**config.mk**
```make
export PLATFORM = sky130hd
export DESIGN_NAME = i2c_mt_top
export DESIGN_NICKNAME = d
export VERILOG_FILES = /design/src/rtl/i2c_mt_pkg.sv /design/src/rtl/i2c_mt_sync.sv /design/src/rtl/i2c_mt_match.sv /design/src/rtl/i2c_mt_engine.sv /design/src/rtl/i2c_mt_top.sv
export SDC_FILE = /design/constraint.sdc
export NUM_CORES = 1
export LEC_CHECK = 0
export BUFFER_PORTS_ARGS = -buffer_cell sky130_fd_sc_hd__buf_2
export CORE_ASPECT_RATIO = 0.7
export CORE_MARGIN = 3
export CORE_UTILIZATION = 40
export CTS_BUF_LIST = sky130_fd_sc_hd__clkbuf_4
export DETAILED_ROUTE_END_ITERATION = 7
export GPL_TIMING_DRIVEN = 0
export PLACE_DENSITY = 0.54
export SLEW_MARGIN = 0
export SYNTH_ARGS = -nofsm -noshare
export SYNTH_HDL_FRONTEND = slang
export SYNTH_HIERARCHICAL = 1
export SYNTH_SLANG_ARGS = --single-unit
export TNS_END_PERCENT = 1
```
**constraint.sdc**
```tcl
create_clock -name clk -period 4.28 [get_ports clk]
set_input_delay 1.284 -clock clk [delete_from_list [all_inputs] [get_ports clk]]
set_output_delay 1.284 -clock clk [all_outputs]
set_load 0.01 [all_outputs]
```
**src/rtl/i2c_mt_pkg.sv**
```systemverilog
package i2c_mt_pkg;
  typedef enum logic [2:0] {
    ST_IDLE, ST_ADDR, ST_AACK, ST_RX, ST_WACK, ST_TX, ST_MACK, ST_IGN
  } tgt_state_e;
endpackage

```
**src/rtl/i2c_mt_sync.sv**
```systemverilog
module i2c_mt_sync #(
  parameter int STAGES = 2
) (
  input  logic clk,
  input  logic rst,
  input  logic scl_i,
  input  logic sda_i,
  output logic sda_s,
  output logic scl_rise,
  output logic scl_fall,
  output logic start_det,
  output logic stop_det
);
  logic [STAGES-1:0] scl_ch, sda_ch;
  logic scl_p, sda_p, scl_s;

  always_ff @(posedge clk) begin
    if (rst) begin
      scl_ch <= '1;
      sda_ch <= '1;
      scl_p  <= 1'b1;
      sda_p  <= 1'b1;
    end else begin
      scl_ch <= {scl_ch[STAGES-2:0], scl_i};
      sda_ch <= {sda_ch[STAGES-2:0], sda_i};
      scl_p  <= scl_ch[STAGES-1];
      sda_p  <= sda_ch[STAGES-1];
    end
  end

  assign scl_s     = scl_ch[STAGES-1];
  assign sda_s     = sda_ch[STAGES-1];
  assign scl_rise  = scl_s & ~scl_p;
  assign scl_fall  = ~scl_s & scl_p;
  // START: SDA falls while SCL high; STOP: SDA rises while SCL high
  assign start_det = scl_s & scl_p & sda_p & ~sda_s;
  assign stop_det  = scl_s & scl_p & ~sda_p & sda_s;
endmodule

```
**src/rtl/i2c_mt_match.sv**
```systemverilog
module i2c_mt_match #(
  parameter int NSLOT = 4,
  parameter int AW    = 7,
  parameter int IW    = 2
) (
  input  logic [NSLOT-1:0][AW-1:0] slot_addr,
  input  logic [NSLOT-1:0]         slot_en,
  input  logic [AW-1:0]            probe,
  output logic                     hit,
  output logic [IW-1:0]            idx
);
  logic [NSLOT-1:0] eq;

  genvar gi;
  generate
    for (gi = 0; gi < NSLOT; gi++) begin : g_cmp
      assign eq[gi] = slot_en[gi] && (slot_addr[gi] == probe);
    end
  endgenerate

  // lowest index wins
  always_comb begin
    hit = |eq;
    idx = '0;
    for (int i = NSLOT - 1; i >= 0; i--) begin
      if (eq[i]) idx = IW'(i);
    end
  end
endmodule

```
**src/rtl/i2c_mt_engine.sv**
```systemverilog
module i2c_mt_engine
  import i2c_mt_pkg::*;
#(
  parameter int DW = 8
) (
  input  logic          clk,
  input  logic          rst,
  input  logic          sda_s,
  input  logic          scl_rise,
  input  logic          scl_fall,
  input  logic          start_det,
  input  logic          stop_det,
  input  logic          hit,
  input  logic          ack_val,
  input  logic [DW-1:0] tx_byte,
  output logic [DW-2:0] probe,
  output logic          match_evt,
  output logic          rw_bit,
  output logic [DW-1:0] rx_byte,
  output logic          sda_oe
);
  localparam int CW = $clog2(DW) + 1;

  tgt_state_e    st;
  logic [CW-1:0] cnt;
  logic [DW-1:0] shreg, txsr;
  logic          done, acked, macked;

  assign probe = shreg[DW-1:1];

  always_ff @(posedge clk) begin
    if (rst) begin
      st        <= ST_IDLE;
      cnt       <= '0;
      shreg     <= '0;
      txsr      <= '0;
      done      <= 1'b0;
      acked     <= 1'b0;
      macked    <= 1'b0;
      match_evt <= 1'b0;
      rw_bit    <= 1'b0;
      rx_byte   <= '0;
      sda_oe    <= 1'b0;
    end else begin
      match_evt <= 1'b0;
      if (start_det) begin
        st     <= ST_ADDR;
        cnt    <= '0;
        done   <= 1'b0;
        sda_oe <= 1'b0;
      end else if (stop_det) begin
        st     <= ST_IDLE;
        done   <= 1'b0;
        sda_oe <= 1'b0;
      end else begin
        unique case (st)
          ST_ADDR, ST_RX: begin
            if (scl_rise) begin
              shreg <= {shreg[DW-2:0], sda_s};
              cnt   <= cnt + 1'b1;
              done  <= (cnt == CW'(DW - 1));
            end else if (scl_fall && done) begin
              done <= 1'b0;
              cnt  <= '0;
              if (st == ST_ADDR) begin
                if (hit) begin
                  match_evt <= 1'b1;
                  rw_bit    <= shreg[0];
                  acked     <= ~ack_val;
                  sda_oe    <= ~ack_val;
                  st        <= ST_AACK;
                end else begin
                  st <= ST_IGN;            // NACK by release
                end
              end else begin
                rx_byte <= shreg;
                acked   <= ~ack_val;
                sda_oe  <= ~ack_val;
                st      <= ST_WACK;
              end
            end
          end
          ST_AACK: begin
            if (scl_fall) begin
              if (!acked) begin
                sda_oe <= 1'b0;            // no data phase
                st     <= ST_IGN;
              end else if (rw_bit) begin
                txsr   <= tx_byte;
                sda_oe <= ~tx_byte[DW-1];  // MSB first
                cnt    <= '0;
                st     <= ST_TX;
              end else begin
                sda_oe <= 1'b0;
                st     <= ST_RX;
              end
            end
          end
          ST_WACK: begin
            if (scl_fall) begin
              sda_oe <= 1'b0;
              st     <= acked ? ST_RX : ST_IGN;
            end
          end
          ST_TX: begin
            if (scl_rise) begin
              cnt  <= cnt + 1'b1;
              done <= (cnt == CW'(DW - 1));
            end else if (scl_fall) begin
              if (done) begin
                done   <= 1'b0;
                cnt    <= '0;
                sda_oe <= 1'b0;
                st     <= ST_MACK;
              end else begin
                txsr   <= {txsr[DW-2:0], 1'b0};
                sda_oe <= ~txsr[DW-2];
              end
            end
          end
          ST_MACK: begin
            if (scl_rise) begin
              macked <= ~sda_s;
            end else if (scl_fall) begin
              if (macked) begin
                txsr   <= tx_byte;
                sda_oe <= ~tx_byte[DW-1];
                st     <= ST_TX;
              end else begin
                sda_oe <= 1'b0;            // master NACK ends it
                st     <= ST_IGN;
              end
            end
          end
          default: begin
            sda_oe <= 1'b0;
          end
        endcase
      end
    end
  end
endmodule

```
**src/rtl/i2c_mt_top.sv**
```systemverilog
module i2c_mt_top #(
  parameter int         NSLOT     = 4,
  parameter int         DW        = 8,
  parameter int         RDW       = 16,
  parameter int         RAW       = 3,
  parameter int         SYNC      = 2,
  parameter logic [7:0] SLOT0_RST = 8'h36
) (
  input  logic           clk,
  input  logic           rst,
  input  logic           scl_i,
  input  logic           sda_i,
  output logic           sda_oe,
  input  logic           reg_wr,
  input  logic           reg_rd,
  input  logic [RAW-1:0] reg_addr,
  input  logic [RDW-1:0] reg_wdata,
  output logic [RDW-1:0] reg_rdata,
  output logic           irq
);
  localparam int IW       = $clog2(NSLOT);
  localparam int AW       = DW - 1;
  localparam int CTRL_ACK = NSLOT - 1;
  localparam int CTRL_IE  = NSLOT;
  localparam int CTW      = NSLOT + 1;
  localparam int OFF_CTRL = NSLOT;
  localparam int OFF_STAT = NSLOT + 1;
  localparam int OFF_DATA = NSLOT + 2;

  logic [NSLOT-1:0][DW-1:0] slot_q;
  logic [NSLOT-1:0][AW-1:0] slot_addr;
  logic [NSLOT-1:0]         slot_en;
  logic [CTW-1:0]           ctrl_q;
  logic                     flag_q;
  logic [IW-1:0]            idx_q;
  logic [DW-1:0]            tx_q, rx_byte;
  logic [AW-1:0]            probe;
  logic                     hit, match_evt, rw_bit;
  logic [IW-1:0]            hit_idx;
  logic                     sda_s, scl_rise, scl_fall, start_det, stop_det;
  logic                     ie;
  logic                     unused_wdata;

  assign unused_wdata = ^reg_wdata[RDW-1:DW];
  assign ie           = ctrl_q[CTRL_IE];

  genvar gi;
  generate
    for (gi = 0; gi < NSLOT; gi++) begin : g_slot
      assign slot_addr[gi] = slot_q[gi][DW-1:1];
    end
  endgenerate
  // slot 0 always enabled
  assign slot_en = {ctrl_q[NSLOT-2:0], 1'b1};

  i2c_mt_sync #(.STAGES(SYNC)) u_sync (
    .clk(clk), .rst(rst), .scl_i(scl_i), .sda_i(sda_i),
    .sda_s(sda_s), .scl_rise(scl_rise), .scl_fall(scl_fall),
    .start_det(start_det), .stop_det(stop_det)
  );

  i2c_mt_match #(.NSLOT(NSLOT), .AW(AW), .IW(IW)) u_match (
    .slot_addr(slot_addr), .slot_en(slot_en), .probe(probe),
    .hit(hit), .idx(hit_idx)
  );

  i2c_mt_engine #(.DW(DW)) u_eng (
    .clk(clk), .rst(rst), .sda_s(sda_s), .scl_rise(scl_rise),
    .scl_fall(scl_fall), .start_det(start_det), .stop_det(stop_det),
    .hit(hit), .ack_val(ctrl_q[CTRL_ACK]), .tx_byte(tx_q),
    .probe(probe), .match_evt(match_evt), .rw_bit(rw_bit),
    .rx_byte(rx_byte), .sda_oe(sda_oe)
  );

  // register file
  always_ff @(posedge clk) begin
    if (rst) begin
      for (int i = 0; i < NSLOT; i++) slot_q[i] <= (i == 0) ? SLOT0_RST : '0;
      ctrl_q <= '0;
      flag_q <= 1'b0;
      idx_q  <= '0;
      tx_q   <= '0;
      irq    <= 1'b0;
    end else begin
      if (reg_wr) begin
        for (int i = 0; i < NSLOT; i++) begin
          if (reg_addr == RAW'(i)) slot_q[i] <= reg_wdata[DW-1:0];
        end
        if (reg_addr == RAW'(OFF_CTRL)) ctrl_q <= reg_wdata[CTW-1:0];
        if (reg_addr == RAW'(OFF_STAT) && reg_wdata[0]) flag_q <= 1'b0;
        if (reg_addr == RAW'(OFF_DATA)) tx_q <= reg_wdata[DW-1:0];
      end
      if (match_evt) begin
        slot_q[hit_idx][0] <= rw_bit;
        idx_q              <= hit_idx;
        flag_q             <= 1'b1;     // set wins over clear
      end
      irq <= flag_q & ie;
    end
  end

  always_ff @(posedge clk) begin
    if (rst) begin
      reg_rdata <= '0;
    end else if (reg_rd) begin
      reg_rdata <= '0;
      for (int i = 0; i < NSLOT; i++) begin
        if (reg_addr == RAW'(i)) reg_rdata <= RDW'(slot_q[i]);
      end
      if (reg_addr == RAW'(OFF_CTRL)) reg_rdata <= RDW'(ctrl_q);
      if (reg_addr == RAW'(OFF_STAT)) reg_rdata <= RDW'({idx_q, flag_q});
      if (reg_addr == RAW'(OFF_DATA)) reg_rdata <= RDW'(rx_byte);
    end
  end
endmodule

```
After elaboration in Yosys (flattened, before gate mapping). Index checks and enable logic that the tools add are counted. Widths: inputs -> output; s select.

Register bits after elaboration: 107. Output and inout port bits: 18. Word-level logic and storage cells: 208.

$add $sub $neg: 1. Order comparisons: 2. Equality and inequality tests: 44. Multiplexer cells: 81. Bitwise gates (word level): 21. Reduce and logical (&&, ||, !) cells: 33.

Operators by type and width (number): $mux 16 (6); $mux 32 (3); $mux 7 (9); $mux 3 (14); $mux 8 (5); $bwmux 32 (1); $mux 4 (8); $eq 7x7->1 (4); $mux 1 (24); $ne 4x3->1 const B (6); $pmux 7 s3 (1); $reduce_and 10->1 (2); $eq 3x3->1 const B (6); $ne 2x1->1 const B (9); $demux 8 s2 (1); $pmux 3 s5 (1); $not 1->1 (13); $eq 3x2->1 const B (4); $ne 4x4->1 const B (3); $pmux 4 s3 (1); $reduce_and 12->1 (1); $reduce_and 6->1 (2); $mux 2 (5); $ne 2x2->1 const B (5); 26 further kinds (48).

Longest topological paths before layout. Gate-level depths: netlist of the first run.

Depth in word-level cells: 12. Gate-level depth with buffers: 10.

Modules after synthesis. The synthesis of the first run kept the hierarchy.

Modules (own cells, without submodules): i2c_mt_top (instances 1, cells an instance 288, area an instance 2615.0 sq um); i2c_mt_engine (instances 1, cells an instance 225, area an instance 1871.8 sq um); i2c_mt_match (instances 1, cells an instance 47, area an instance 356.6 sq um); i2c_mt_sync (instances 1, cells an instance 16, area an instance 190.2 sq um).

Worst setup path before layout of the first run. Ideal clock, no wire load.

Path type: in2reg. Start point: input port reg_addr[1]. End point: register slot_q[16] (netlist bit). Arrival: 2238 ps. Required time: 4152 ps. Slack: 1914 ps. Stages: 6. Path buffers: 2. Cell sequence: buf_4 > and4bb_1 > buf_6 > mux2_1 > mux2i_1 > nor2_1.

Cells in the longest elaborated chain, start to end: 6.

RTL lines: start: declaration (RTL line i2c_mt_top.sv:16) `input logic [RAW-1:0] reg_addr,`; $eq 3x2->1 * (RTL line i2c_mt_top.sv:87) `if (reg_addr == RAW'(i)) slot_q[i] <= reg_wdata[DW-1:0];`; $mux 8 * (RTL line i2c_mt_top.sv:87); $mux 32 * (RTL line i2c_mt_top.sv:85) `if (reg_wr) begin`; $mux 32 * (RTL line i2c_mt_top.sv:77) `if (rst) begin`; $bwmux 32 (RTL line i2c_mt_top.sv:94) `slot_q[hit_idx][0] <= rw_bit;`; $mux 32 * (RTL line i2c_mt_top.sv:93) `if (match_evt) begin`; end signal: indexed assignment (RTL line i2c_mt_top.sv:87); end signal: indexed assignment (RTL line i2c_mt_top.sv:94); end: declaration (RTL line i2c_mt_top.sv:30) `logic [NSLOT-1:0][DW-1:0] slot_q;`.

Every way passes the cells marked *; elsewhere a longest branch is shown, timed or not. The select of a mux whose other input is x is not followed. A chain may end at the register's enable or synchronous reset.

Worst setup path after layout of the first run.
Start point: register u_eng.shreg[1]. End point: register slot_q[8] (netlist bit).

Cells in the longest elaborated chain, start to end: 12.

RTL lines: start: declaration (RTL line i2c_mt_engine.sv:26) `logic [DW-1:0] shreg, txsr;`; start signal: assignment (RTL line i2c_mt_engine.sv:59) `shreg <= {shreg[DW-2:0], sda_s};`; $eq 7x7->1 (RTL line i2c_mt_match.sv:17) `assign eq[gi] = slot_en[gi] && (slot_addr[gi] == probe);`; $logic_and 1x1->1 (RTL line i2c_mt_match.sv:17); $mux 2 (3 in series) (RTL line i2c_mt_match.sv:26) `if (eq[i]) idx = IW'(i);`; $mux 2 * (RTL line i2c_mt_match.sv:26); net hit_idx[0] (RTL line i2c_mt_top.sv:39) `logic [IW-1:0] hit_idx;`; $lt 2x3->1 (implied by the code) or $ge 2x1->1 (tied branches) (RTL line i2c_mt_top.sv:94); $logic_and 1x1->1 (implied by the code) (RTL line i2c_mt_top.sv:94); $mux 1 (implied by the code) (RTL line i2c_mt_top.sv:94); $demux 8 s2 * (RTL line i2c_mt_top.sv:94); $bwmux 32 * (RTL line i2c_mt_top.sv:94); $mux 32 * (RTL line i2c_mt_top.sv:93).

The timed path passes the listed nets; every way through them passes the cells marked *.

==> flow_metrics.env, run 1 <==
export IMPL_maxCapViolations=0
export IMPL_die_w_um=140.1
export IMPL_slew_violations=0
export IMPL_syn_inst=576
export IMPL_synthTopCellsByArea="dfxtp_1 (39%), mux2i_1 (9.5%), nor2_1 (5.6%)"
export IMPL_clock_sinks=99
export IMPL_rsz0062_at_grt="no"
export IMPL_layout_common_cells="dfxtp_1 (99), nor2_1 (75), nand2_1 (67)"
export IMPL_dp_slack_ns=1.563
export IMPL_crit_arrival_ns=2.67
export IMPL_grt_pass1_vias=3901
export IMPL_cts_hold_buf=0
export IMPL_setup_viol=0
export IMPL_async_reset_ff_share_pct=0
export IMPL_crit_path_start_kind="flop"
export IMPL_power_total_mw=1.631
export IMPL_htreeDepth=3
export IMPL_avgSynthCellArea_um2=8.739
export IMPL_ys_ff_latch=99
export IMPL_yosys_most_used_dff="dfxtp_1"
export IMPL_gp_congestion=0.9529
export IMPL_worst_slew_pin_slew_ns=0.6405
export IMPL_fin_area_um2=5522
export IMPL_via_count=4244
export IMPL_worst_setup_path_end_kind="flop"
export IMPL_antenna_found_initial=0
export IMPL_drtPass1Iterations=5
export IMPL_critical_path_class="reg -> reg"
export IMPL_viasPerCell=5.434
export IMPL_crit_required_ns=4.67
export IMPL_setup_tns_ns=0
export IMPL_path_clk_slew_ns=0.16
export IMPL_synth_cell_type_count=77
export IMPL_io_pins=43
export IMPL_dieArea_um2=13990
export IMPL_antenna_cells=0
export IMPL_cts_tree="built"
export IMPL_io_buffer_count=25
export IMPL_wl_per_cell_um=17.81
export IMPL_drc=0
export IMPL_cts_buffers_inserted=9
export IMPL_syn_to_final_growth_pct=9.694
export IMPL_cts_path_max_buffers=2
export IMPL_fill_cells=1181
export IMPL_core_um2=12020
export IMPL_post_cts_resized=0
export IMPL_clock_latency_ns=0.46
export IMPL_grt_overflow=0
export IMPL_power_leakage_nw=2.160
export IMPL_path_max_fanout=4
export IMPL_relSlewSlack_pct=57.30
export IMPL_nNetsFinal=645
export IMPL_finClkSkew_ns=0.02281
export IMPL_initial_core_util_pct=41.89
export IMPL_r2r_cells=10
export IMPL_wirelength_um=13910
export IMPL_status="completed"
export IMPL_whs_path_depth=1
export IMPL_cts_root_buffer="clkbuf_4"
export IMPL_netlist_area_um2=5034
export IMPL_finalHoldViolCount=0
export IMPL_yosysTopAreaCell="dfxtp_1"
export IMPL_dp_hpwl_um=10380
export IMPL_powerDensity_nw_per_um2=295.4
export IMPL_synth_top_area_share_pct=39.37
export IMPL_drive_gt1_share_pct=15.87
export IMPL_period_share_pct=53.22
export IMPL_synth_edff_count=0
export IMPL_ant_nets=0
export IMPL_grtUsageTotal_pct=20.15
export IMPL_die_h_um=99.86
export IMPL_cts_setup_buffers=0
export IMPL_clock_fmax_ghz=0.4390
export IMPL_place_area_um2=5381
export IMPL_grt_max_degree=17
export IMPL_grt_pass1_wl_um=22060
export IMPL_dpl_cell_count=765
export IMPL_instances_no_fill=781
export IMPL_ir_drop_v=0.0001700
export IMPL_fin_crit_ns=2.278
export IMPL_yosys_warnings=6
export IMPL_setup_ws_ns=2.002
export IMPL_ys_seq_area_share_pct=39.37
export IMPL_final_common_cell="dfxtp_1"
export IMPL_drt_first_iter_violations=369
export IMPL_rows=33
export IMPL_hold_path_class="reg -> reg"
-- logic make-up (layout without fill, tap and decap cells) --
family | Yosys count | count (layout) | share of synthesized area (%)
adders and majority gates | 2 | 2 | 0.4722
AOI/OAI and AO/OA | 103 | 103 | 13.47
muxes | 56 | 56 | 11.56
other | 2 | 9 | 0.1492
DFF | 99 | 99 | 39.37
xor gates and xnor gates | 28 | 28 | 4.872
and+or+nand+nor | 229 | 229 | 22.65
buffers and inverters | 57 | 98 | 7.457
-- layer usage --
metal / vias up / routed length (um) / GRT usage, %
li1: 2071 / - / -
met2: 156 / 5482 / 27.78
met3: 10 / 1039 / 4.810
met5: - / 0 / 0
met1: 2007 / 7255 / 31.30
met4: 0 / 135 / 4.840
-- metrics by stage --
| stage | util (%) | hold slack [ns] |
|---|---|---|
| 4_1_cts | 45.95 | 0.4296 |
| 5_1_grt | 45.95 | 0.4592 |
| 3_3_place_gp | 44.79 | 0.3889 |
| 2_1_floorplan | - | 0.3832 |
| 3_5_place_dp | 44.79 | 0.3920 |
| 6_report | 45.95 | 0.4246 |
-- synth_stat cells (all sizes together) (9+ instances only) --
master   n
xnor2   22
nor2    77
nand4    9
nand3   11
buf     35
nor2b    9
nor3    12
a21oi   40
o21ai   15
dfxtp   99
nand2   68
mux2i   48
clkbuf  15
nand2b  12
-- power by group --
group | internal [mW] | switching [mW]
Clock | 0.185 | 0.324
Sequential | 0.939 | 0.0139
Combinational | 0.0650 | 0.105
Total | 1.19 | 0.442
-- final cells by class --
| class | instances | area (um2) | share of cell area [%] |
|---|---|---|---|
| Timing Repair Buffer | 25 | 125.1 | 2.266 |
| Sequential cell | 99 | 1982 | 35.89 |
| Clock buffer | 10 | 75.07 | 1.360 |
| Buffer | 50 | 349.1 | 6.322 |
| Multi-Input combinational cell | 427 | 2703 | 48.95 |
| Clock inverter | 6 | 65.06 | 1.178 |
| Tap cell | 157 | 196.4 | 3.558 |
| Inverter | 7 | 26.28 | 0.4759 |
-- critical path, stage by stage, from the launching register on --
cell	delay, ns
dfxtp_1	0.41
buf_4	0.12
clkbuf_1	0.27
xnor2_1	0.17
nand4_1	0.15
nor2_2	0.21
a21oi_1	0.09
nor2_1	0.30
nand2_1	0.16
o21a_1	0.19
nor3_1	0.13
-- path summary, 6_finish.rpt --
kind               startpoint          endpoint  slack [ns]
min reg2reg  u_sync/scl_ch[0]  u_sync/scl_ch[1]        0.42
max            u_eng/shreg[1]         slot_q[8]        2.00
max reg2reg    u_eng/shreg[1]         slot_q[8]        2.00
min          u_sync/scl_ch[0]  u_sync/scl_ch[1]        0.42
(Power assumes the default switching activity.)
==> run 2, diff against run 1 <==
==> constraint.sdc (replaced) <==
create_clock -name clk -period 2.2 [get_ports clk]
set_input_delay 0.66 -clock clk [delete_from_list [all_inputs] [get_ports clk]]
set_output_delay 0.66 -clock clk [all_outputs]
set_load 0.01 [all_outputs]
==> flow_metrics.env, run 2 (synthesized netlist as in run 1, its figures left out) <==
export IMPL_ant_nets=0
export IMPL_reg2reg_slack_ns=0.07
export IMPL_crit_start="u_eng/shreg[3]"
export IMPL_path_max_fanout=5
export IMPL_drtPass1Iterations=5
export IMPL_wl_per_cell_um=17.68
export IMPL_r2r_cells=9
export IMPL_cts_buffers_inserted=9
export IMPL_period_share_pct=96.75
export IMPL_grt_overflow=0
export IMPL_path_clk_slew_ns=0.15
export IMPL_worst_setup_path_end_kind="flop"
export IMPL_layout_common_cells="dfxtp_1 (96), nor2_1 (73), nand2_1 (66)"
export IMPL_core_um2=12020
export IMPL_clock_sinks=99
export IMPL_worst_slew_pin_slew_ns=0.6445
export IMPL_dp_hpwl_um=10380
export IMPL_antenna_cells=0
export IMPL_drive_gt1_share_pct=17.47
export IMPL_critical_path_class="reg -> reg"
export IMPL_finalHoldViolCount=0
export IMPL_cts_hold_buf=0
export IMPL_dieArea_um2=13990
export IMPL_status="completed"
export IMPL_clock_latency_ns=0.47
export IMPL_nNetsFinal=645
export IMPL_powerDensity_nw_per_um2=571.8
export IMPL_crit_arrival_ns=2.53
export IMPL_die_h_um=99.86
export IMPL_grt_pass1_wl_um=22050
export IMPL_relSlewSlack_pct=57.04
export IMPL_setup_ws_ns=0.07144
export IMPL_rsz0062_at_grt="yes"
export IMPL_htreeDepth=3
export IMPL_viasPerCell=5.455
export IMPL_crit_required_ns=2.60
export IMPL_antenna_found_initial=0
export IMPL_grtUsageTotal_pct=20.13
export IMPL_gp_congestion=0.9529
export IMPL_timing_rr_end="slot_q[0]"
export IMPL_io_buffer_count=25
export IMPL_maxCapViolations=0
export IMPL_initial_core_util_pct=41.89
export IMPL_slew_violations=0
export IMPL_syn_to_final_growth_pct=10.39
export IMPL_clock_fmax_ghz=0.4698
export IMPL_final_common_cell="dfxtp_1"
export IMPL_grt_pass1_vias=3896
export IMPL_dp_slack_ns=-0.04956
export IMPL_crit_path_start_kind="flop"
export IMPL_io_pins=43
export IMPL_fill_cells=1177
export IMPL_fin_crit_ns=2.129
export IMPL_drc=0
export IMPL_cts_tree="built"
export IMPL_rows=33
export IMPL_via_count=4260
export IMPL_drt_first_iter_violations=379
export IMPL_die_w_um=140.1
export IMPL_endpoint="slot_q[0]"
export IMPL_worstReg2RegStart="u_eng/shreg[3]"
export IMPL_setup_viol=0
export IMPL_power_leakage_nw=2.166
export IMPL_cts_root_buffer="clkbuf_4"
export IMPL_finClkSkew_ns=0.02570
export IMPL_utilization_pct=46.25
export IMPL_wirelength_um=13810
export IMPL_hold_path_class="in -> reg"
export IMPL_cts_path_max_buffers=2
export IMPL_grt_max_degree=17
export IMPL_ir_drop_v=0.0003299
==> run 2: changes by cell type in the layout (fill, tap and decap cells not counted), moves of 2 or more <==
cell | before | now
dfxtp_1 | 99 | 96
dfxtp_2 | 0 | 3
nor2_1 | 75 | 73
nor2_2 | 1 | 3
==> run 2: final cells by class <==
type | instances | area (um2) | share of cell area [%]
Multi-Input combinational cell | 427 | 2730 | 49.13
Buffer | 49 | 345.3 | 6.215
Tap cell | 157 | 196.4 | 3.535
Sequential cell | 99 | 1986 | 35.74
Clock buffer | 10 | 75.07 | 1.351
Timing Repair Buffer | 26 | 132.6 | 2.387
Inverter | 7 | 26.28 | 0.4729
Clock inverter | 6 | 65.06 | 1.171
==> run 2: worst max-delay path, cell delays in order (launching register included) <==
cell      delay [ns]
dfxtp_2         0.37
buf_4           0.16
xor2_1          0.17
nor4_1          0.30
nand4_1         0.18
nor2b_4         0.18
nor3_4          0.29
or3b_4          0.20
nor2_2          0.04
a211oi_2        0.19
==> run 2: what timing repair did <==
item | 4_1_cts | 5_1_grt
resized for setup | 1 | 10
setup buffers | 0 | 1
pin swaps | 2 | 5
setup endpoints to repair | 7 | 21
==> run 2: stage by stage <==
step | hold slack [ns] | area [um2] | cells | setup TNS (ns) | power (mW)
floorplan | 0.3832 | 5060 | 583 | 0 | 2.102
global placement | 0.3889 | 5381 | 765 | -0.06703 | 2.215
finish | 0.3559 | 5557 | 781 | 0 | 3.178
global route | 0.3244 | 5557 | 781 | -1.527 | 3.327
CTS | 0.3275 | 5520 | 780 | 0 | 3.211
detailed placement | 0.3920 | 5381 | 765 | -0.05852 | 2.218
==> run 2: report_power, final <==
part           switching (mW)  internal (mW)  total [mW]
Combinational           0.206          0.129       0.334
Clock                   0.630          0.359       0.989
Sequential             0.0270           1.83        1.85
Total                   0.862           2.32        3.18
==> run 2: how the worst min path moves through the flow <==
stage | endpoint | cells after the start | slack (ns) | start
after floorplan | u_sync/scl_ch[1] | 1 | 0.38 | u_sync/scl_ch[0]
after global placement | u_sync/sda_ch[1] | 1 | 0.39 | u_sync/sda_ch[0]
after detailed placement | u_sync/scl_ch[1] | 1 | 0.39 | u_sync/scl_ch[0]
after CTS | u_sync/scl_ch[0] | 2 | 0.33 | scl_i
after global routing | u_sync/sda_ch[0] | 2 | 0.32 | sda_i
final | u_sync/scl_ch[0] | 2 | 0.36 | scl_i
==> run 2: routing by layer <==
metal  GRT usage [%]  part of all wire (%)  vias up
met4           4.840                   1.3        0
met2           27.67                    39      176
met1           31.33                    51     1996
met3           4.810                   8.3       17
li1                -                     -     2071
met5               0                     0        -
